===== src/rtl/sdram_cfg_pkg.sv =====
package sdram_cfg_pkg;
  localparam int DATA_W = 32;

  localparam logic [DATA_W-1:0] OFS_ERRST0 = 32'h00;
  localparam logic [DATA_W-1:0] OFS_ERRST1 = 32'h08;
  localparam logic [DATA_W-1:0] OFS_ERRADR = 32'h10;
  localparam logic [DATA_W-1:0] OFS_CFG    = 32'h20;
  localparam logic [DATA_W-1:0] OFS_STAT   = 32'h24;
  localparam logic [DATA_W-1:0] OFS_RFSH   = 32'h30;
  localparam logic [DATA_W-1:0] OFS_PWR    = 32'h34;
  localparam logic [DATA_W-1:0] OFS_BANK0  = 32'h40;
  localparam logic [DATA_W-1:0] OFS_TIMING = 32'h80;
  localparam logic [DATA_W-1:0] OFS_ECCCF  = 32'h94;
  localparam logic [DATA_W-1:0] OFS_ECCST  = 32'h98;

  localparam logic [DATA_W-1:0] MSK_CFG   = 32'hFFE0_0000;
  localparam logic [DATA_W-1:0] MSK_RFSH  = 32'h3FF8_0000;
  localparam logic [DATA_W-1:0] MSK_PWR   = 32'hF800_0000;
  localparam logic [DATA_W-1:0] SET_PWR   = 32'h07C0_0000;
  localparam logic [DATA_W-1:0] MSK_ECCCF = 32'h00F0_0000;
  localparam logic [DATA_W-1:0] MSK_ECCST = 32'hFFF0_F000;
  localparam logic [DATA_W-1:0] MSK_BANK  = 32'hFFDE_E001;
  localparam logic [DATA_W-1:0] MSK_BASE  = 32'hFF80_0000;

  localparam logic [DATA_W-1:0] RST_CFG  = 32'h0080_0000;
  localparam logic [DATA_W-1:0] RST_RFSH = 32'h05F0_0000;
  localparam logic [DATA_W-1:0] RST_PWR  = 32'h07C0_0000;

  localparam logic [DATA_W-1:0] MIN_BANK_SIZE = 32'h0040_0000;
  localparam logic [DATA_W-1:0] ALL_ONES      = 32'hFFFF_FFFF;
endpackage


===== src/rtl/sdram_rst_sync.sv =====
module sdram_rst_sync (
  input  logic clk,
  input  logic rst_n,
  output logic rst_sn
);
  logic [1:0] sync_q;

  always_ff @(posedge clk or negedge rst_n) begin
    if (!rst_n) sync_q <= 2'b00;
    else        sync_q <= {sync_q[0], 1'b1};
  end

  assign rst_sn = sync_q[1];
endmodule


===== src/rtl/sdram_bank_slot.sv =====
module sdram_bank_slot
  import sdram_cfg_pkg::*;
#(
  parameter bit POPULATED = 1'b1
) (
  input  logic              clk,
  input  logic              rst_n,
  input  logic              wr_en,
  input  logic [DATA_W-1:0] wdata,
  input  logic              gbl_en,
  output logic [DATA_W-1:0] word,
  output logic              mapped,
  output logic [DATA_W-1:0] base,
  output logic [DATA_W-1:0] size
);
  logic [DATA_W-1:0] word_q, word_d;
  logic              word_en;
  logic [2:0]        code;

  assign word_en = wr_en & POPULATED;
  assign word_d  = wdata & MSK_BANK;

  always_ff @(posedge clk or negedge rst_n) begin
    if (!rst_n)       word_q <= '0;
    else if (word_en) word_q <= word_d;
  end

  assign code   = word_q[19:17];
  assign word   = word_q;
  assign base   = word_q & MSK_BASE;
  assign size   = (code == 3'd7) ? '0 : (MIN_BANK_SIZE << code);
  assign mapped = POPULATED & word_q[0] & gbl_en & (code != 3'd7);
endmodule


===== src/rtl/sdram_cfg_core.sv =====
module sdram_cfg_core
  import sdram_cfg_pkg::*;
(
  input  logic              clk,
  input  logic              rst_n,
  input  logic              wr_en,
  input  logic [DATA_W-1:0] wr_off,
  input  logic [DATA_W-1:0] wdata,
  output logic [DATA_W-1:0] errst0,
  output logic [DATA_W-1:0] errst1,
  output logic [DATA_W-1:0] erradr,
  output logic [DATA_W-1:0] cfg,
  output logic [DATA_W-1:0] stat,
  output logic [DATA_W-1:0] rfsh,
  output logic [DATA_W-1:0] pwr,
  output logic [DATA_W-1:0] ecccf,
  output logic [DATA_W-1:0] eccst,
  output logic              irq
);
  logic [DATA_W-1:0] errst0_d, errst1_d, cfg_d, stat_d, pwr_d, ecccf_d, eccst_d, rfsh_d;
  logic              en_e0, en_e1, en_ea, en_cfg, en_rf, en_pw, en_ec, en_es;
  logic [DATA_W-1:0] cfg_new;

  assign en_e0  = wr_en && (wr_off == OFS_ERRST0);
  assign en_e1  = wr_en && (wr_off == OFS_ERRST1);
  assign en_ea  = wr_en && (wr_off == OFS_ERRADR);
  assign en_cfg = wr_en && (wr_off == OFS_CFG);
  assign en_rf  = wr_en && (wr_off == OFS_RFSH);
  assign en_pw  = wr_en && (wr_off == OFS_PWR);
  assign en_ec  = wr_en && (wr_off == OFS_ECCCF);
  assign en_es  = wr_en && (wr_off == OFS_ECCST);

  assign cfg_new = wdata & MSK_CFG;

  always_comb begin
    errst0_d = errst0 & ~wdata;
    errst1_d = errst1 & ~wdata;
    cfg_d    = cfg_new;
    rfsh_d   = wdata & MSK_RFSH;
    pwr_d    = (wdata & MSK_PWR) | SET_PWR;
    ecccf_d  = wdata & MSK_ECCCF;
    eccst_d  = wdata & MSK_ECCST;
    stat_d   = stat;
    if (!cfg[31] && cfg_new[31])      stat_d[31] = 1'b0;
    else if (cfg[31] && !cfg_new[31]) stat_d[31] = 1'b1;
    if (!cfg[30] && cfg_new[30])      stat_d[30] = 1'b1;
    else if (cfg[30] && !cfg_new[30]) stat_d[30] = 1'b0;
  end

  always_ff @(posedge clk or negedge rst_n) begin
    if (!rst_n) begin
      errst0 <= '0;
      errst1 <= '0;
      erradr <= '0;
      cfg    <= RST_CFG;
      stat   <= '0;
      rfsh   <= RST_RFSH;
      pwr    <= RST_PWR;
      ecccf  <= '0;
      eccst  <= '0;
      irq    <= 1'b0;
    end else begin
      if (en_e0)  errst0 <= errst0_d;
      if (en_e1)  errst1 <= errst1_d;
      if (en_ea)  erradr <= wdata;
      if (en_cfg) begin
        cfg  <= cfg_d;
        stat <= stat_d;
      end
      if (en_rf)  rfsh  <= rfsh_d;
      if (en_pw)  pwr   <= pwr_d;
      if (en_ec)  ecccf <= ecccf_d;
      if (en_es) begin
        eccst <= eccst_d;
        irq   <= |eccst_d;
      end
    end
  end
endmodule


===== src/rtl/sdram_cfg_regs.sv =====
module sdram_cfg_regs
  import sdram_cfg_pkg::*;
#(
  parameter int                 NBANKS    = 4,
  parameter logic [NBANKS-1:0]  POP_MASK  = 4'b0111,
  parameter int                 IDX_W     = 10,
  parameter logic [IDX_W-1:0]   ADDR_PORT = 10'h010,
  parameter logic [IDX_W-1:0]   DATA_PORT = 10'h011
) (
  input  logic                     clk,
  input  logic                     rst_n,
  input  logic                     bus_sel,
  input  logic                     bus_we,
  input  logic [IDX_W-1:0]         bus_idx,
  input  logic [DATA_W-1:0]        bus_wdata,
  output logic [DATA_W-1:0]        bus_rdata,
  output logic [NBANKS-1:0]        bank_mapped,
  output logic [DATA_W*NBANKS-1:0] bank_base,
  output logic [DATA_W*NBANKS-1:0] bank_size,
  output logic                     ecc_irq
);
  logic              rst_sn;
  logic [DATA_W-1:0] addr_q;
  logic              addr_wr, data_wr;
  logic [DATA_W-1:0] errst0, errst1, erradr, cfg_q, stat_q, rfsh, pwr, ecccf, eccst;
  logic [DATA_W-1:0] bank_word [NBANKS];
  logic [DATA_W-1:0] data_rd;

  sdram_rst_sync u_rst (.clk(clk), .rst_n(rst_n), .rst_sn(rst_sn));

  assign addr_wr = bus_sel && bus_we && (bus_idx == ADDR_PORT);
  assign data_wr = bus_sel && bus_we && (bus_idx == DATA_PORT);

  always_ff @(posedge clk or negedge rst_sn) begin
    if (!rst_sn)      addr_q <= '0;
    else if (addr_wr) addr_q <= bus_wdata;
  end

  sdram_cfg_core u_core (
    .clk(clk), .rst_n(rst_sn), .wr_en(data_wr), .wr_off(addr_q), .wdata(bus_wdata),
    .errst0(errst0), .errst1(errst1), .erradr(erradr), .cfg(cfg_q), .stat(stat_q),
    .rfsh(rfsh), .pwr(pwr), .ecccf(ecccf), .eccst(eccst), .irq(ecc_irq)
  );

  for (genvar i = 0; i < NBANKS; i++) begin : g_bank
    localparam logic [DATA_W-1:0] BANK_OFS = OFS_BANK0 + DATA_W'(4 * i);
    sdram_bank_slot #(.POPULATED(POP_MASK[i])) u_slot (
      .clk(clk), .rst_n(rst_sn),
      .wr_en(data_wr && (addr_q == BANK_OFS)),
      .wdata(bus_wdata), .gbl_en(cfg_q[31]),
      .word(bank_word[i]), .mapped(bank_mapped[i]),
      .base(bank_base[DATA_W*i +: DATA_W]), .size(bank_size[DATA_W*i +: DATA_W])
    );
  end

  always_comb begin
    data_rd = ALL_ONES;
    case (addr_q)
      OFS_ERRST0: data_rd = errst0;
      OFS_ERRST1: data_rd = errst1;
      OFS_ERRADR: data_rd = erradr;
      OFS_CFG:    data_rd = cfg_q;
      OFS_STAT:   data_rd = stat_q;
      OFS_RFSH:   data_rd = rfsh;
      OFS_PWR:    data_rd = pwr;
      OFS_ECCCF:  data_rd = ecccf;
      OFS_ECCST:  data_rd = eccst;
      default:    data_rd = ALL_ONES;
    endcase
    for (int i = 0; i < NBANKS; i++) begin
      if (addr_q == OFS_BANK0 + DATA_W'(4 * i)) data_rd = bank_word[i];
    end
  end

  always_comb begin
    bus_rdata = '0;
    if (bus_sel && !bus_we) begin
      if (bus_idx == ADDR_PORT)      bus_rdata = addr_q;
      else if (bus_idx == DATA_PORT) bus_rdata = data_rd;
    end
  end
endmodule


===== config.mk =====
export PLATFORM = sky130hd
export DESIGN_NAME = sdram_cfg_regs
export DESIGN_NICKNAME = d
export VERILOG_FILES = /design/src/rtl/sdram_cfg_pkg.sv /design/src/rtl/sdram_rst_sync.sv /design/src/rtl/sdram_bank_slot.sv /design/src/rtl/sdram_cfg_core.sv /design/src/rtl/sdram_cfg_regs.sv
export SDC_FILE = /design/constraint.sdc
export NUM_CORES = 1
export LEC_CHECK = 0
export BUFFER_PORTS_ARGS = -buffer_cell sky130_fd_sc_hd__buf_2
export CORE_MARGIN = 3
export CORE_UTILIZATION = 45
export CTS_CLUSTER_DIAMETER = 150
export DETAILED_ROUTE_END_ITERATION = 8
export GPL_TIMING_DRIVEN = 0
export PLACE_DENSITY = 0.7
export SLEW_MARGIN = 5
export SYNTH_ARGS = -nofsm -noshare
export SYNTH_HDL_FRONTEND = slang
export SYNTH_SLANG_ARGS = --single-unit

===== constraint.sdc =====
create_clock -name clk -period 7.7 [get_ports clk]
set_input_delay 0.385 -clock clk [delete_from_list [all_inputs] [get_ports clk]]
set_output_delay 0.385 -clock clk [all_outputs]
set_load 0.005 [all_outputs]

# Word-level counts from Yosys, hierarchy flattened
# Cells that the tools add are included.
word_totals:
  ff_bits: 234
  output_inout_bits: 293
classes:
  eq_ne: 20
  shift: 3
  muxes: 15
  n_bitwise: 9
  n_reduce_logical: 30
ops:
  columns: ["op", "count"]
  rows:
  - ["$mux 32", 10]
  - ["$pmux 32 s9", 1]
  - ["$eq 32x6->1 const B", 4]
  - ["$eq 32x7->1 const B", 4]
  - ["$shl 23x3->32 const A", 3]
  - ["$and 32x32->32", 2]
  - ["$eq 32x8->1 const B", 2]
  - ["$eq 32x4->1 const B", 1]
  - ["$eq 32x5->1 const B", 1]
  - ["$logic_not 32->1", 1]
  - ["$not 32->32", 1]
  - ["$eq 10x5->1 const B", 2]
  - ["$logic_and 1x1->1", 19]
  - ["$reduce_or 16->1", 1]
  - ["$eq 3x3->1 const B", 3]
  - ["$ne 3x3->1 const B", 3]
  - ["$and 1x1->1", 6]
  - ["$logic_not 1->1", 5]
  - ["$mux 1", 4]
  - ["$reduce_and 2->1", 2]
  - ["$reduce_bool 2->1", 2]

# Depth between registers and ports, before layout
depth:
  word_depth: 9
  ltp_mapped: 10
  mapped_depth_nobuf: 7

# Hierarchy
# A second synthesis with hierarchy kept.
unflattened:
  hier_cells: 1651
  hier_area_um2: 16559.6
modules_own_cells:
  columns: ["module", "n_inst", "cells_each", "area_per_inst_um2", "seq_area_each_um2"]
  rows:
  - ["sdram_cfg_core", 1, 490, 6563.8, 3662.3]
  - ["sdram_cfg_regs", 1, 690, 5201.2, 800.8]
  - ["sdram_bank_slot (g_bank[0].u_slot ...)", 3, 123, 1335.0, 450.4]
  - ["sdram_bank_slot (g_bank[3].u_slot)", 1, 99, 735.7, 0.0]
  - ["sdram_rst_sync", 1, 3, 53.8, 50.0]

# Worst setup path before layout
# OpenSTA, ideal clock, no wires.
synth_path:
  path_type: "flip-flop to output port"
  startpoint: "register addr_q[8]"
  endpoint: "output port bus_rdata[17]"
  arrival_time_ps: 2309
  required_ps: 7315
  setup_slack_ps: 5006
  stages_incl_launch_ff: 9
  path_buffers: 2
  cell_sequence: "dfrtp_1 > or4_4 > or3_4 > nor3_4 > and3_2 > buf_6 > buf_6 > a21oi_1 > o41ai_1"
synth_via:
  elab_chain_cells: 9
  elab_cells_between_ends: 21
  cone_classes: "eq/ne: 12; mux: 8; reduce/logical: 1"
synth_lines:
  columns: ["element", "line_no", "source"]
  rows:
  - ["from (decl)", "sdram_cfg_regs.sv:23", "logic [DATA_W-1:0] addr_q;"]
  - ["from (signal assigned)", "sdram_cfg_regs.sv:36", "else if (addr_wr) addr_q <= bus_wdata;"]
  - ["$eq 32x8->1 (tied with other cells)", "sdram_cfg_regs.sv:58", "case (addr_q)"]
  - ["$pmux 32 s9", "sdram_cfg_regs.sv:58", null]
  - ["$mux 32 (3 in a row)", "sdram_cfg_regs.sv:71", "if (addr_q == OFS_BANK0 + DATA_W'(4 * i)) data_rd = bank_word[i];"]
  - ["$mux 32 (*)", "sdram_cfg_regs.sv:71", null]
  - ["$mux 32 (*)", "sdram_cfg_regs.sv:79", "else if (bus_idx == DATA_PORT) bus_rdata = data_rd;"]
  - ["$mux 32 (*)", "sdram_cfg_regs.sv:78", "if (bus_idx == ADDR_PORT) bus_rdata = addr_q;"]
  - ["$mux 32 (*)", "sdram_cfg_regs.sv:77", "if (bus_sel && !bus_we) begin"]
  - ["to (decl)", "sdram_cfg_regs.sv:16", "output logic [DATA_W-1:0] bus_rdata,"]
# Every way passes the cells marked *; elsewhere a longest branch is shown, timed or not.

# Final worst setup path
layout_path:
  startpoint: "register addr_q[8]"
  endpoint: "output port bus_rdata[21]"
# Same word-level chain as after synthesis.

==> flow_summary.toml <==
[status]
outcome = "finished, final reports clean"

[critical_path]
end_kind = "primary output"
critPathLaunchType = "flip-flop"
cp_cell_sequence = "nor4_2 > nand4_1 > nor3_2 > clkbuf_1 > a222oi_1 > a211oi_1 > buf_2"
cp.required_ns = 7.32
cp_top_family = "simple AND/OR/NAND/NOR gates"
max_stage_delay_ns = 0.88
cp_max_fo = 10
cpMaxStageDelayCell = "nor3_2"
cp.arrival_ns = 4.42
critPathBufInv = 2
criticalPathCategory = "reg2out"

[yosys]
synth_ff_type = "dfrtp_1"
synthesis.area_sq_um = 12800
ys_seq_area_frac = 0.459
synth_edf_count = 0
ys_warn_count = 0
async_flop_share = 1.00
synth-seq-cells = 234
synthCells = 1150
synth_cell_type_count = 67
syn_avg_cell_area_sq_um = 11.1

[power]
peakVddDrop_mv = 0.141
power.density_nw_per_um2 = 169
power_mw = 2.62
leakage_nw = 8.25

[global_routing]
grt.overflow.total = 0
grt_pass1_vias = 9464
met1_usage = 0.299
grt_pass1_wl_um = 55300
track_usage = 0.228
grt_use_met3 = 0.0448
grt_antenna_before_repair = 1
busiest_layer = "met2"
grt_use_met2 = 0.383
grt_max_degree = 68

[clocking]
worstSkewPairLatency_ns = 0.52
cts_buffers = 23
clockBufferDepth = 3
clk_transition_reported_paths_ns = 0.06
ctsResizeCount = 0
clock-root-buffer = "clkbuf_16"
cts_setup_buffers = 0
cts_tree = "done"
htree_levels = 1
cts.sinks = 234

[place]
gp_congestion = 0.935
dp.cells = 1868
hpwl_um = 27100
portBuffers = 129

[sta]
fin_crit_ns = 4.81
slew_headroom = 0.216
worstMarginPinSlew_ns = 1.17
finalMaxSlewViolations = 0
rsz0062_at_grt = "false"
hold_viol_final = 0
setup_viol = 0
fmax_mhz = 208
min_period_over_period = 0.625
fin_hold_ws_ns = 0.0797
fin_skew_ns = 0.0130

[floorplanning]
dieArea_sq_um = 30500
pin_count = 339
core_sq_um = 27900
dieWidth_um = 175
num_rows = 61
initial_core_util = 0.459
die_h_um = 175

[final_layout]
n_fill_cell = 2455
final_cells = 1911
final_common_cell = "buf_4"
mostFrequentLayoutCells = "buf_4, dfrtp_1, conb_1"
final_util = 0.557
fin_nets = 1564
final_layout_size_suffix_gt1_frac = 0.376
antenna_cells = 0
area_growth_pct = 21.4

[drt]
vias = 9632
antenna_violating_nets_post_route = 0
firstDrtPassIters = 5
drc = 0
totalWireLength_um = 35900
via_per_inst = 5.04
post_drt_wl_per_cell_um = 18.8
drt_iter0_markers = 556

[worst_hold_path]
hold_class = "in2reg"

[flow_run]
maxCapViolCount = 0
## logic make-up after synthesis
kind of cell | count (synthesis) | synth area share
other cells | 2 | 0.000587
fa+ha+maj | 2 | 0.00196
mux | 172 | 0.151
buf+inv | 316 | 0.169
flops | 234 | 0.459
compound gates | 232 | 0.133
simple gates | 192 | 0.0860
## final timing paths
| kind | start | to | cells past startpoint | slack [ns] |
|---|---|---|---|---|
| setup / recovery | addr_q[8] | bus_rdata[21] | 7 | 2.89 |
| hold / removal | bus_wdata[11] | u_core.errst1[11] | 2 | 0.08 |
| setup reg to reg | addr_q[16] | u_core.errst1[25] | 6 | 4.33 |
| hold reg to reg | u_rst.sync_q[0] | u_rst.sync_q[1] | 0 | 0.36 |
| max in group asynchronous | u_rst.sync_q[1] | u_core.rfsh[26] | 1 | 6.52 |
| min in group asynchronous | rst_n | u_rst.sync_q[1] | 2 | 0.18 |
## final cells by class
class	instances	area, sq um	area share
inverter	4	15.0	0.000968
buffer	312	2140	0.138
multi-input combinational	808	5550	0.358
clock inverter	7	63.8	0.00411
sequential	234	5870	0.378
tap	378	473	0.0305
clock buffer	35	671	0.0432
timing repair buffer	133	738	0.0476
## per-stage QoR
stage | instance area, sq um | setup TNS (ns) | worst slack [ns]
after global routing | 15500 | 0 | 2.63
after CTS | 15500 | 0 | 2.96
after detailed placement | 14800 | 0 | 3.52
final | 15500 | 0 | 2.89
after floorplan | 13600 | 0 | 0.708
after global placement | 14700 | -420.67 | -1.89
## flip-flops by register name, summed over array words and instances (netlist names), 2 cells and up
signal / flops
g_bank.u_slot.word: 54
addr_q: 32
u_core.erradr: 32
u_core.errst0: 32
u_core.errst1: 32
u_core.eccst: 16
u_core.cfg: 11
u_core.rfsh: 11
u_core.pwr: 5
u_core.ecccf: 4
u_core.stat: 2
u_rst.sync_q: 2
## metal layers
layer,up-vias,part of all wire
li1,4443,-
met1,4714,0.41
met2,404,0.49
met3,69,0.075
met4,2,0.027
met5,-,0.00036
## synthesized netlist by cell type (6+ instances only)
| library cell | number | share of area |
|---|---|---|
| buf_6 | 6 | 0.0053 |
| nor4_2 | 7 | 0.0068 |
| nor2_1 | 27 | 0.0079 |
| o21ai_0 | 9 | 0.0035 |
| a22oi_1 | 22 | 0.013 |
| nand2_1 | 54 | 0.016 |
| nor3_1 | 14 | 0.0055 |
| nand3_1 | 13 | 0.0051 |
| a21oi_1 | 28 | 0.011 |
| mux2_2 | 122 | 0.11 |
| and3b_1 | 7 | 0.0048 |
| dfstp_2 | 7 | 0.014 |
| o221ai_1 | 9 | 0.0062 |
| dfrtp_1 | 227 | 0.44 |
| buf_4 | 242 | 0.14 |
| clkbuf_1 | 49 | 0.014 |
| a221o_1 | 17 | 0.013 |
| a221oi_1 | 9 | 0.0062 |
| a21boi_0 | 62 | 0.036 |
| o22ai_1 | 11 | 0.0054 |
| nor4_1 | 10 | 0.0049 |
| o21ai_1 | 13 | 0.0051 |
| mux2_1 | 45 | 0.040 |
| a31oi_1 | 6 | 0.0029 |
| nor3b_1 | 9 | 0.0053 |
| buf_2 | 13 | 0.0051 |
| a22o_1 | 8 | 0.0055 |
| and3_1 | 14 | 0.0068 |
## power by group
group	internal (mW)	total [mW]	switching, mW
Clock	0.635	1.11	0.473
Combinational	0.122	0.278	0.156
Sequential	1.23	1.24	0.00706
Total	1.99	2.62	0.636
## worst reg2reg max path, cell delays in order, from the launching register on
cell and delay (ns):
dfrtp_1 0.42, nor4_2 0.59, nand2_1 0.30, or3_1 0.57, nor3_1 0.60, clkbuf_1 0.53, a21boi_0 0.21
## timing repair
item	4_1_cts	5_1_grt
hold endpoints to repair	2	0
hold buffers	1	0
setup endpoints to repair	0	0
Note: power is estimated with default switching activity, not from simulation.
